## src/rtl/sbe_pkg.sv

```systemverilog
package sbe_pkg;

  localparam int unsigned NUM_HALVES = 26;
  localparam int unsigned LAST_HALF  = NUM_HALVES - 1;

  typedef enum logic [1:0] {
    ST_IDLE = 2'd0,
    ST_TX   = 2'd1,
    ST_GAP  = 2'd2
  } enc_state_e;

  // Coded bit vector, index 0 leaves the wire first.
  function automatic logic [11:0] build_frame(input logic [7:0] data,
                                              input logic sof,
                                              input logic berr);
    return {berr, data, sof, 2'b00};
  endfunction

  // Wire level for one half-bit slot of the 26-slot byte.
  function automatic logic half_level(input logic [4:0] idx,
                                      input logic [11:0] frame);
    logic [4:0] slot;
    if (idx == 5'd0) return 1'b1;
    if (idx >= 5'(LAST_HALF)) return 1'b0;
    slot = idx - 5'd1;
    return frame[slot[4:1]] ^ slot[0];
  endfunction

  function automatic int unsigned gap_cycles(input int unsigned sel,
                                             input int unsigned unit);
    return (sel + 1) * unit;
  endfunction

endpackage

```

## src/rtl/sbe_half_timer.sv

```systemverilog
module sbe_half_timer #(
  parameter int unsigned HALF_CYC = 10
) (
  input  logic       clk,
  input  logic       rst_n,
  input  logic       start,
  input  logic       run,
  output logic [4:0] half_idx,
  output logic       half_end,
  output logic       frame_end
);
  localparam int unsigned CW = (HALF_CYC > 1) ? $clog2(HALF_CYC) : 1;
  localparam logic [CW-1:0] CNT_LAST = CW'(HALF_CYC - 1);

  logic [CW-1:0] cnt;

  assign half_end  = run && (cnt == CNT_LAST);
  assign frame_end = half_end && (half_idx == 5'(sbe_pkg::LAST_HALF));

  always_ff @(posedge clk) begin
    if (!rst_n || start) begin
      cnt      <= '0;
      half_idx <= '0;
    end else if (run) begin
      if (half_end) begin
        cnt      <= '0;
        half_idx <= frame_end ? 5'd0 : half_idx + 5'd1;
      end else begin
        cnt <= cnt + 1'b1;
      end
    end
  end

  a_r4_idx_range: assert property (@(posedge clk) disable iff (!rst_n)
    run |-> half_idx <= 5'(sbe_pkg::LAST_HALF));

  a_r4_idx_step: assert property (@(posedge clk) disable iff (!rst_n)
    (half_end && !frame_end && !start) |=> half_idx == $past(half_idx) + 5'd1);

endmodule

```

## src/rtl/sbe_gap_timer.sv

```systemverilog
module sbe_gap_timer #(
  parameter int unsigned GAP_W    = 3,
  parameter int unsigned GAP_UNIT = 20
) (
  input  logic             clk,
  input  logic             rst_n,
  input  logic             clear,
  input  logic             run,
  input  logic [GAP_W-1:0] sel,
  output logic             gap_end
);
  localparam int unsigned MAX_GAP = (2 ** GAP_W) * GAP_UNIT;
  localparam int unsigned GCW     = $clog2(MAX_GAP + 1);

  logic [GCW-1:0] cnt;
  logic [GCW-1:0] limit;

  assign limit   = GCW'(sbe_pkg::gap_cycles(int'(sel), GAP_UNIT));
  assign gap_end = run && (cnt == limit - 1'b1);

  always_ff @(posedge clk) begin
    if (!rst_n || clear)  cnt <= '0;
    else if (run)         cnt <= cnt + 1'b1;
  end

  a_r8_cnt_bound: assert property (@(posedge clk) disable iff (!rst_n)
    run |-> cnt < limit);

endmodule

```

## src/rtl/sbe_line_coder.sv

```systemverilog
module sbe_line_coder (
  input  logic        active,
  input  logic [4:0]  half_idx,
  input  logic [11:0] frame,
  output logic        line
);
  always_comb line = active ? sbe_pkg::half_level(half_idx, frame) : 1'b0;
endmodule

```

## src/rtl/stack_byte_encoder.sv

```systemverilog
module stack_byte_encoder #(
  parameter int unsigned HALF_CYC = 10,
  parameter int unsigned GAP_W    = 3,
  parameter int unsigned GAP_UNIT = 20
) (
  input  logic             clk,
  input  logic             rst_n,
  input  logic             send_i,
  input  logic [7:0]       data_i,
  input  logic             sof_i,
  input  logic             berr_i,
  input  logic [GAP_W-1:0] gap_sel_i,
  output logic             line_o,
  output logic             busy_o,
  output logic             done_o
);
  import sbe_pkg::*;

  localparam int unsigned HCW = $clog2(NUM_HALVES * HALF_CYC + 1);
  localparam logic [HCW-1:0] HIGH_TARGET = HCW'((NUM_HALVES / 2) * HALF_CYC);

  enc_state_e       state;
  logic [11:0]      cap_frame;
  logic [GAP_W-1:0] cap_sel;
  logic [HCW-1:0]   hi_cnt;

  // Named events for the assertions.
  logic       accept;
  logic       tx_run;
  logic       gap_run;
  logic [4:0] half_idx;
  logic       half_end;
  logic       frame_end;
  logic       gap_end;

  assign accept  = send_i && (state == ST_IDLE);
  assign tx_run  = (state == ST_TX);
  assign gap_run = (state == ST_GAP);
  assign busy_o  = (state != ST_IDLE);

  sbe_half_timer #(.HALF_CYC(HALF_CYC)) u_half (
    .clk(clk), .rst_n(rst_n), .start(accept), .run(tx_run),
    .half_idx(half_idx), .half_end(half_end), .frame_end(frame_end)
  );

  sbe_gap_timer #(.GAP_W(GAP_W), .GAP_UNIT(GAP_UNIT)) u_gap (
    .clk(clk), .rst_n(rst_n), .clear(frame_end), .run(gap_run),
    .sel(cap_sel), .gap_end(gap_end)
  );

  sbe_line_coder u_coder (
    .active(tx_run), .half_idx(half_idx), .frame(cap_frame), .line(line_o)
  );

  always_ff @(posedge clk) begin
    if (!rst_n) begin
      state     <= ST_IDLE;
      cap_frame <= '0;
      cap_sel   <= '0;
      done_o    <= 1'b0;
    end else begin
      done_o <= 1'b0;
      unique case (state)
        ST_IDLE: if (accept) begin
          state     <= ST_TX;
          cap_frame <= build_frame(data_i, sof_i, berr_i);
          cap_sel   <= gap_sel_i;
        end
        ST_TX:  if (frame_end) state <= ST_GAP;
        ST_GAP: if (gap_end) begin
          state  <= ST_IDLE;
          done_o <= 1'b1;
        end
        default: state <= ST_IDLE;
      endcase
    end
  end

  // High-time accumulator, used only by the balance check.
  always_ff @(posedge clk) begin
    if (!rst_n || accept)      hi_cnt <= '0;
    else if (tx_run && line_o) hi_cnt <= hi_cnt + 1'b1;
  end

  a_r1_idle_low: assert property (@(posedge clk) disable iff (!rst_n)
    !busy_o |-> !line_o);

  a_r2_capture_stable: assert property (@(posedge clk) disable iff (!rst_n)
    (busy_o && $past(busy_o)) |-> ($stable(cap_frame) && $stable(cap_sel)));

  a_r3_preamble: assert property (@(posedge clk) disable iff (!rst_n)
    accept |=> line_o);

  a_r6_postamble: assert property (@(posedge clk) disable iff (!rst_n)
    frame_end |-> !line_o);

  a_r9_done_single: assert property (@(posedge clk) disable iff (!rst_n)
    done_o |=> !done_o);

  a_r9_done_free: assert property (@(posedge clk) disable iff (!rst_n)
    done_o |-> !busy_o);

  a_r10_balance: assert property (@(posedge clk) disable iff (!rst_n)
    frame_end |-> hi_cnt == HIGH_TARGET);

endmodule

```

## config.mk

```make
export PLATFORM = sky130hd
export DESIGN_NAME = stack_byte_encoder
export DESIGN_NICKNAME = d
export VERILOG_FILES = /design/src/rtl/sbe_pkg.sv /design/src/rtl/sbe_half_timer.sv /design/src/rtl/sbe_gap_timer.sv /design/src/rtl/sbe_line_coder.sv /design/src/rtl/stack_byte_encoder.sv
export SDC_FILE = /design/constraint.sdc
export NUM_CORES = 1
export LEC_CHECK = 0
export BUFFER_PORTS_ARGS = -buffer_cell sky130_fd_sc_hd__buf_2
export CAP_MARGIN = 20
export CORE_ASPECT_RATIO = 1.1
export CORE_MARGIN = 2
export CORE_UTILIZATION = 55
export DETAILED_ROUTE_END_ITERATION = 16
export PLACE_DENSITY = 0.72
export SLEW_MARGIN = 5
export SYNTH_ARGS = -nofsm -noshare
export SYNTH_HDL_FRONTEND = slang
export SYNTH_HIERARCHICAL = 1
export SYNTH_SLANG_ARGS = --single-unit
```

## constraint.sdc

```tcl
create_clock -name clk -period 4 [get_ports clk]
set_clock_uncertainty 0.15 [all_clocks]
set_input_delay 0.4 -clock clk [delete_from_list [all_inputs] [get_ports clk]]
set_output_delay 0.4 -clock clk [all_outputs]
set_load 0.03 [all_outputs]
```

==> impl_metrics.toml, run 1 <==
[run_status]
run_status = "finished, final reports clean"

[hold_path]
holdPathEnd = "cap_frame[9]$_SDFFE_PN0P_"
hp-class = "input pin to flip-flop"
hold_depth = 3
worstHoldStart = "data_i[6]"

[die]
dieArea_um2 = 4220
row_count = 23
fp.dieH_um = 67.9
core_area_um2 = 3600
dieWidth_um = 62.1
start_util = 0.568
io_pins = 19

[timing]
hold_viol = 0
min_period_ns = 3.37
slew_headroom = 0.419
timing.final.crit_share = 0.842
rsz0062_at_grt = "no"
fin_setup_tns_ns = 0
timing.fmax_mhz = 297
whs_ns = 0.204
slew_viol_final = 0
setup-violations-final = 0
worstMarginPinSlew_ns = 0.870

[critical_path]
crit_path_end_kind = "output pin"
r2r_cells = 10
cp_slowest_stage_delay_ns = 0.58
required_ns = 3.45
critical_path.top_delay_family = "multiplexers"
path_buf_inv = 2
r2r_end = "state[1]$_SDFFE_PN0P_"
critical_path.cell_chain = "inv_1 > ha_1 > xor2_2 > mux4_1 > mux2i_1 > nor3_1 > or3b_1 > buf_2"
crit_fanout = 13
startpoint_type = "flip-flop"
rr_startpoint = "cap_sel[0]$_SDFFE_PN0P_"
cp_slowest_cell = "mux4_1"
reg2reg_slack_ns = 1.04
cp.arrival_ns = 2.82
crit_type = "flip-flop to output pin"

[placement]
dpl.hpwl_um = 2600
place_area_um2 = 2130
place_congestion = 0.773
portBuffers = 18

[cts]
cts_htree_levels = 2
post_cts_resized = 0
cts_tree = "done"
root_buffer = "clkbuf_8"
cts_buffers = 5
clk_latency_ns = 0.29
cts.clk_slew.worst_paths_ns = 0.07
cts_buffer_depth = 2
ctsHoldBuffers = 0
cts_setup_buffers = 0
cts_sinks = 33

[power_and_ir_drop]
swShare = 0.228
ir_worst_vdd_uv = 333
p_per_area_nw_per_um2 = 333
leakage_uw = 0.000947
p_sw_uw = 171
power.internal_uw = 578
p_clk_frac = 0.430
power_frac_seq = 0.464
p_comb_frac = 0.106

[cells_and_area]
area_delta_synth_final_pct = 10.2
final_cell_mix = "37 x nand2_1, 33 x dfxtp_1, 18 x buf_2"
nets = 267
seqCellArea_um2 = 661
layout_commonest_cell = "nand2_1"
fillers = 319
n_antenna_cell = 0
drive_gt1_frac = 0.155
fin_area_um2 = 2250
multiInputGateArea_um2 = 1280

[logic_synthesis]
synth_warnings = 6
synth-seq-cells = 33
synth_area_per_cell_um2 = 9.24
post_synth_num_cell_types = 52
synth_seq_area_share = 0.324
netlist_area_um2 = 2040
syn_inst = 221

[drt]
wl_per_cell_um = 12.4
drt_iter0_drc = 115
num_vias = 1549
wl_um = 3590
viasPerCell = 5.36
final_antenna_net_count = 0
drt-pass1-iter-count = 4
route.detailed.drc = 0

[grt]
grt_util_all_layers = 0.191
antenna_found_initial = 0
grt-ovfl-total = 0
grt_max_degree = 31
grt_pass1_vias = 1388
grt_pass1_wl_um = 5910

[job]
max-cap-violations = 0
sequential cells by signal (all words and copies together) (netlist names):
| signal | count |
|---|---|
| cap_frame | 10 |
| u_gap/cnt | 8 |
| u_half/half_idx | 5 |
| u_half/cnt | 4 |
| cap_sel | 3 |
| state | 2 |
| done_o | 1 |
stage by stage:
| step | worst slack [ns] | instances | util | power (µW) |
|---|---|---|---|---|
| final | 0.632 | 289 | 0.625 | 749 |
| after global routing | 0.435 | 289 | 0.625 | 783 |
| after CTS | 0.618 | 289 | 0.625 | 760 |
| after global placement | 1.05 | 281 | 0.593 | 433 |
| after detailed placement | 0.951 | 281 | 0.593 | 435 |
| after floorplan | 1.17 | 222 | - | 417 |
worst min-delay path: cells and delay by family:
family / cells / cell delay, ns
buffers and inverters: 1 / 0.09
multiplexers: 1 / 0.05
AND/OR/NAND/NOR: 1 / 0.04
cell usage after synthesis, drive strengths merged:
| master | count | area share |
|---|---|---|
| and3 | 4 | 0.013 |
| nor4 | 1 | 0.0031 |
| nand4b | 2 | 0.016 |
| a31o | 1 | 0.0043 |
| nor2b | 4 | 0.012 |
| ha | 12 | 0.074 |
| and2b | 3 | 0.012 |
| conb | 1 | 0.0018 |
| fa | 1 | 0.0098 |
| clkbuf | 2 | 0.0043 |
| nand2 | 37 | 0.068 |
| mux2i | 15 | 0.074 |
| or3 | 2 | 0.0061 |
| nor2 | 12 | 0.022 |
| nand4 | 6 | 0.018 |
| a41oi | 2 | 0.012 |
| a211oi | 1 | 0.0037 |
| a2111oi | 2 | 0.012 |
| o21ai | 6 | 0.015 |
| inv | 10 | 0.018 |
| nand3b | 4 | 0.015 |
| or3b | 3 | 0.013 |
| xor2 | 13 | 0.059 |
| nor3 | 5 | 0.012 |
| o211ai | 1 | 0.0037 |
| mux4 | 3 | 0.039 |
| a311oi | 4 | 0.020 |
| a21oi | 6 | 0.015 |
| or2 | 1 | 0.0031 |
| a2bb2oi | 1 | 0.0043 |
| xnor2 | 7 | 0.034 |
| a31oi | 1 | 0.0031 |
| nor3b | 2 | 0.013 |
| dfxtp | 33 | 0.32 |
| nand3 | 3 | 0.0074 |
| buf | 7 | 0.028 |
| nand2b | 3 | 0.0092 |
routing by layer:
| metal | part of all wire | routed length, µm | vias up | GRT usage |
|---|---|---|---|---|
| li1 | - | - | 806 | - |
| met1 | 0.47 | 1670 | 720 | 0.226 |
| met2 | 0.48 | 1740 | 17 | 0.309 |
| met3 | 0.028 | 100 | 6 | 0.0624 |
| met4 | 0.022 | 80 | 0 | 0.0878 |
| met5 | 0 | 0 | - | 0 |
how the worst max path moves through the flow:
stage | cells after the start | endpoint | start
finish | 8 | line_o | u_half/half_idx[0]$_SDFFE_PP0P_
global route | 8 | line_o | u_half/half_idx[0]$_SDFFE_PP0P_
CTS | 8 | line_o | u_half/half_idx[0]$_SDFFE_PP0P_
detailed placement | 8 | line_o | u_half/half_idx[0]$_SDFFE_PP0P_
global placement | 8 | line_o | u_half/half_idx[0]$_SDFFE_PP0P_
floorplan | 7 | line_o | u_half/half_idx[0]$_SDFFE_PP0P_
kinds of logic after synthesis:
group,share of synthesized area
AOI/OAI and AO/OA,0.0925
xor gates and xnor gates,0.0931
adders and majority gates,0.0833
buffers and inverters,0.0502
DFF,0.324
muxes,0.112
other,0.00184
and+or+nand+nor,0.243
layout make-up:
class                           count  area share
Multi-Input combinational cell    170       0.570
Sequential cell                    33       0.294
Timing Repair Buffer               18      0.0400
Clock buffer                        7      0.0384
Tap cell                           50      0.0278
Inverter                           10      0.0167
Clock inverter                      1      0.0133
power by group through the flow:
stage               clock [µW]  sequential, µW  combinational, µW
floorplan                    0             352               64.9
global placement             0             355               78.5
detailed placement           0             355               80.1
CTS                        332             347               80.4
global route               345             349               89.9
finish                     322             347               79.1
Power figures use the tool's default switching activity.
==> run 2, diff against run 1 <==
--- a/config.mk
+++ b/config.mk
@@ -9,7 +9,7 @@
 export CAP_MARGIN = 20
 export CORE_ASPECT_RATIO = 1.1
 export CORE_MARGIN = 2
-export CORE_UTILIZATION = 55
+export CORE_UTILIZATION = 53
 export DETAILED_ROUTE_END_ITERATION = 16
 export PLACE_DENSITY = 0.72
 export SLEW_MARGIN = 5
==> constraint.sdc (replaced) <==
create_clock -name clk -period 2.7 [get_ports clk]
set_clock_uncertainty 0.15 [all_clocks]
set_input_delay 0.27 -clock clk [delete_from_list [all_inputs] [get_ports clk]]
set_output_delay 0.27 -clock clk [all_outputs]
set_load 0.03 [all_outputs]
==> impl_metrics.toml, run 2 (synthesized netlist as in run 1, its figures left out) <==
[run_status]
run_status = "complete, but fails checks"
violations = "negative setup slack"

[cells_and_area]
fin_util = 0.662
drive_gt1_frac = 0.275
area_delta_synth_final_pct = 19.4
top_regs = "cap_frame x10, u_gap/cnt x8, u_half/half_idx x5"
largest_reg_flops = 10
fin_area_um2 = 2440
n_antenna_cell = 0
layout_commonest_cell = "nand2_1"
top_register = "cap_frame"
nets = 284
final_cell_mix = "37 x nand2_1, 29 x dfxtp_1, 17 x buf_2"

[critical_path]
worstSetupEndpoint = "line_o"
required_ns = 2.28
crit_type = "flip-flop to output pin"
startpoint_type = "flip-flop"
reg2reg_slack_ns = -0.02
critPathLaunch = "u_half/half_idx[1]$_SDFFE_PP0P_"
cp.arrival_ns = 2.33
rr_startpoint = "cap_sel[1]$_SDFFE_PN0P_"
crit_path_end_kind = "output pin"
crit_fanout = 2
r2r_end = "state[1]$_SDFFE_PN0P_"
r2r_cells = 11

[timing]
timing.final.crit_share = 1.02
whs_ns = 0.0684
hold_viol = 0
slew_viol_final = 0
fin_setup_tns_ns = -0.0708
rsz0062_at_grt = "yes"
min_period_ns = 2.75
setup_slack_ns = -0.0475
setup-violations-final = 2
timing.fmax_mhz = 364

[drt]
met2_wirelength_um = 1900
drt-pass1-iter-count = 4
route.met3.wl_um = 80
drt_iter0_drc = 78
num_vias = 1595
viasPerCell = 5.23
drt-met1-wl_um = 1810
wl_per_cell_um = 12.6
wl_um = 3850
final_antenna_net_count = 0
top_layer = "met4"
route.detailed.drc = 0

[grt]
grt_util_all_layers = 0.193
grt_max_degree = 31
grt-ovfl-total = 0
antenna_found_initial = 0
grt_pass1_vias = 1530
grt_pass1_wl_um = 6770

[cts]
cts_buffer_depth = 2
root_buffer = "clkbuf_8"
ctsHoldBuffers = 0
cts_tree = "done"
cts.clk_slew.worst_paths_ns = 0.07
cts_buffers = 5
cts_htree_levels = 2
clk_latency_ns = 0.28
cts_sinks = 33

[power_and_ir_drop]
power_uw = 1040
leakage_uw = 0.00100
p_per_area_nw_per_um2 = 425
ir_worst_vdd_uv = 318

[placement]
place_congestion = 0.796
portBuffers = 18
dpl.hpwl_um = 2660
place_area_um2 = 2230

[die]
core_area_um2 = 3680
row_count = 23
io_pins = 19
dieArea_um2 = 4370
start_util = 0.554
dieWidth_um = 63.2
fp.dieH_um = 69.1

[hold_path]
worstHoldStart = "gap_sel_i[0]"
hp-class = "input pin to flip-flop"

[job]
max-cap-violations = 0
[run 2: per-layer routing]
metal | GRT usage | vias to the layer above
li1 | - | 832
met1 | 0.248 | 744
met2 | 0.318 | 12
met3 | 0.0343 | 7
met4 | 0.0797 | 0
met5 | 0 | -
[run 2: area by class of cell]
type | instances | area (µm²)
clock buffers | 7 | 86.3
fillers | 318 | 1240
inverters | 10 | 37.5
multi-input cells | 170 | 1350
flip-flops and latches | 33 | 671
well taps | 50 | 62.6
repair buffers | 35 | 228
[run 2: what timing repair did]
action,CTS,global route
pin swaps,13,2
buffers inserted,6,0
hold endpoints to repair,0,0
gates resized for setup,18,3
endpoints found under the setup margin,3,3
[run 2: report_power, final]
part / internal, µW / leakage, µW / switching [µW] / total (µW)
combinational: 75.5 / 0.000689 / 73.7 / 149
clock: 202 / 0.0000443 / 173 / 375
sequential: 501 / 0.000271 / 11.3 / 513
total: 779 / 0.00100 / 258 / 1040
[run 2: worst max-delay path, cell delays in order, from the launching register on]
cell and delay, ns:
dfxtp_2 0.33, inv_2 0.05, ha_4 0.17, xor2_4 0.21
mux4_2 0.54, mux2i_2 0.18, nor3_1 0.06, or3b_1 0.36
buf_6 0.15
[run 2: worst min path at each step]
stage	endpoint	slack, ns	cells after the start
floorplan	cap_sel[0]$_SDFFE_PN0P_	0.25	2
global placement	cap_frame[3]$_SDFFE_PN0P_	0.29	2
detailed placement	cap_frame[9]$_SDFFE_PN0P_	0.30	2
CTS	cap_sel[0]$_SDFFE_PN0P_	0.06	3
global route	cap_sel[0]$_SDFFE_PN0P_	0.08	3
finish	cap_sel[0]$_SDFFE_PN0P_	0.07	3
[run 2: stage by stage]
stage,setup WS [ns],std cells
finish,-0.0475,305
global route,-0.134,305
CTS,-0.0784,305
detailed placement,-0.173,292
global placement,-0.0707,292
floorplan,-0.00109,222
==> run 3, diff against run 2 <==
==> constraint.sdc (replaced) <==
create_clock -name clk -period 2.4 [get_ports clk]
set_clock_uncertainty 0.15 [all_clocks]
set_input_delay 0.24 -clock clk [delete_from_list [all_inputs] [get_ports clk]]
set_output_delay 0.24 -clock clk [all_outputs]
set_load 0.03 [all_outputs]
==> impl_metrics.toml, run 3 (synthesized netlist as in run 1, its figures left out) <==
[run_status]
run_status = "complete, but fails checks"
violations = "negative setup slack"

[die]
fp.dieH_um = 69.1
io_pins = 19
row_count = 23
core_area_um2 = 3680
dieArea_um2 = 4370
dieWidth_um = 63.2
start_util = 0.554

[critical_path]
crit_fanout = 3
required_ns = 2.01
crit_path_end_kind = "output pin"
path_buf_inv = 2
critical_path.top_delay_family = "multiplexers"
r2r_cells = 10
startpoint_type = "flip-flop"
cp.depth = 8
cp.arrival_ns = 2.37
cp_slowest_stage_delay_ns = 0.53
critical_path.cell_chain = "inv_4 > ha_4 > xor2_4 > mux4_2 > mux2i_2 > nor3_2 > or3b_4 > buf_6"
cp_slowest_cell = "mux4_2"
crit_type = "flip-flop to output pin"

[grt]
grt_util_all_layers = 0.189
grt_pass1_vias = 1585
grt_max_degree = 30
grt_pass1_wl_um = 6610
grt-ovfl-total = 0
antenna_found_initial = 0

[power_and_ir_drop]
power_uw = 1200
leakage_uw = 0.00102
ir_worst_vdd_uv = 287
p_per_area_nw_per_um2 = 489

[timing]
timing.final.crit_share = 1.15
min_period_ns = 2.76
rsz0062_at_grt = "yes"
hold_viol = 0
setup_slack_ns = -0.362
setup-violations-final = 3
slew_viol_final = 0
timing.fmax_mhz = 362

[drt]
drt_iter0_drc = 39
num_vias = 1578
wl_um = 3740
final_antenna_net_count = 0
viasPerCell = 5.19
route.detailed.drc = 0
drt-pass1-iter-count = 2
wl_per_cell_um = 12.3

[hold_path]
hold_depth = 3
hp-class = "input pin to flip-flop"

[job]
max-cap-violations = 0

[cells_and_area]
fin_area_um2 = 2460
drive_gt1_frac = 0.276
n_antenna_cell = 0
layout_commonest_cell = "nand2_1"
final_cell_mix = "37 x nand2_1, 29 x dfxtp_1, 17 x buf_2"
nets = 282
largest_reg_flops = 10
area_delta_synth_final_pct = 20.4
top_regs = "cap_frame x10, u_gap/cnt x8, u_half/half_idx x5"
top_register = "cap_frame"

[cts]
cts_buffer_depth = 2
root_buffer = "clkbuf_8"
clk_latency_ns = 0.28
cts_sinks = 33
ctsHoldBuffers = 0
cts_htree_levels = 2
cts.clk_slew.worst_paths_ns = 0.07
cts_buffers = 5
cts_tree = "done"

[placement]
dpl.hpwl_um = 2700
portBuffers = 18
place_congestion = 0.818
place_area_um2 = 2290
## run 3: changes by cell type in the layout (fill, tap and decap cells not counted), sizes merged
cell    previous run  this run
buf               35        33
clkinv             0         1
## run 3: metrics by stage
stage / util / setup WS [ns] / hold WS (ns) / instances / setup TNS [ns]
2_1_floorplan: - / -0.232 / 0.222 / 222 / -0.394
3_3_place_gp: 0.623 / -0.259 / 0.290 / 293 / -0.599
3_5_place_dp: 0.623 / -0.293 / 0.296 / 293 / -0.668
4_1_cts: 0.662 / -0.385 / 0.0247 / 303 / -0.877
5_1_grt: 0.667 / -0.468 / 0.0375 / 304 / -1.09
6_report: 0.667 / -0.362 / 0.0442 / 304 / -0.820
## run 3: routing by layer
| metal | wire length (µm) | up-vias | global-route usage |
|---|---|---|---|
| met5 | 0 | - | 0 |
| met4 | 58 | 0 | 0.0797 |
| met3 | 79 | 4 | 0.0587 |
| met2 | 1920 | 9 | 0.331 |
| met1 | 1680 | 730 | 0.211 |
| li1 | - | 835 | - |
## run 3: cell type report
class | count | area (µm²)
clock buffers | 7 | 97.6
clock inverters | 1 | 5.00
fillers | 329 | 1220
inverters | 10 | 40.0
multi-input cells | 170 | 1370
flip-flops and latches | 33 | 676
well taps | 50 | 62.6
repair buffers | 33 | 209
## run 3: where the power goes
group / internal (µW) / switching, µW / total, µW
logic: 84.1 / 81.2 / 165
clock network: 266 / 198 / 464
registers: 562 / 12.2 / 574
## run 3: worst min-delay path, cell delays in order
cell	delay [ns]
buf_2	0.09
nand2_1	0.04
mux2i_1	0.05
## run 3: path summary, 6_finish.rpt
kind,start,slack [ns],end
max,u_half/half_idx[1]$_SDFFE_PP0P_,-0.36,line_o
min,data_i[2],0.04,cap_frame[5]$_SDFFE_PN0P_
max reg2reg,cap_sel[0]$_SDFFE_PN0P_,-0.26,state[1]$_SDFFE_PN0P_
min reg2reg,cap_frame[3]$_SDFFE_PN0P_,0.31,cap_frame[3]$_SDFFE_PN0P_
## run 3: timing repair
action,4_1_cts,5_1_grt
endpoints found under the setup margin,3,3
setup buffers,2,1
pin swaps,11,3
gates resized for setup,6,3
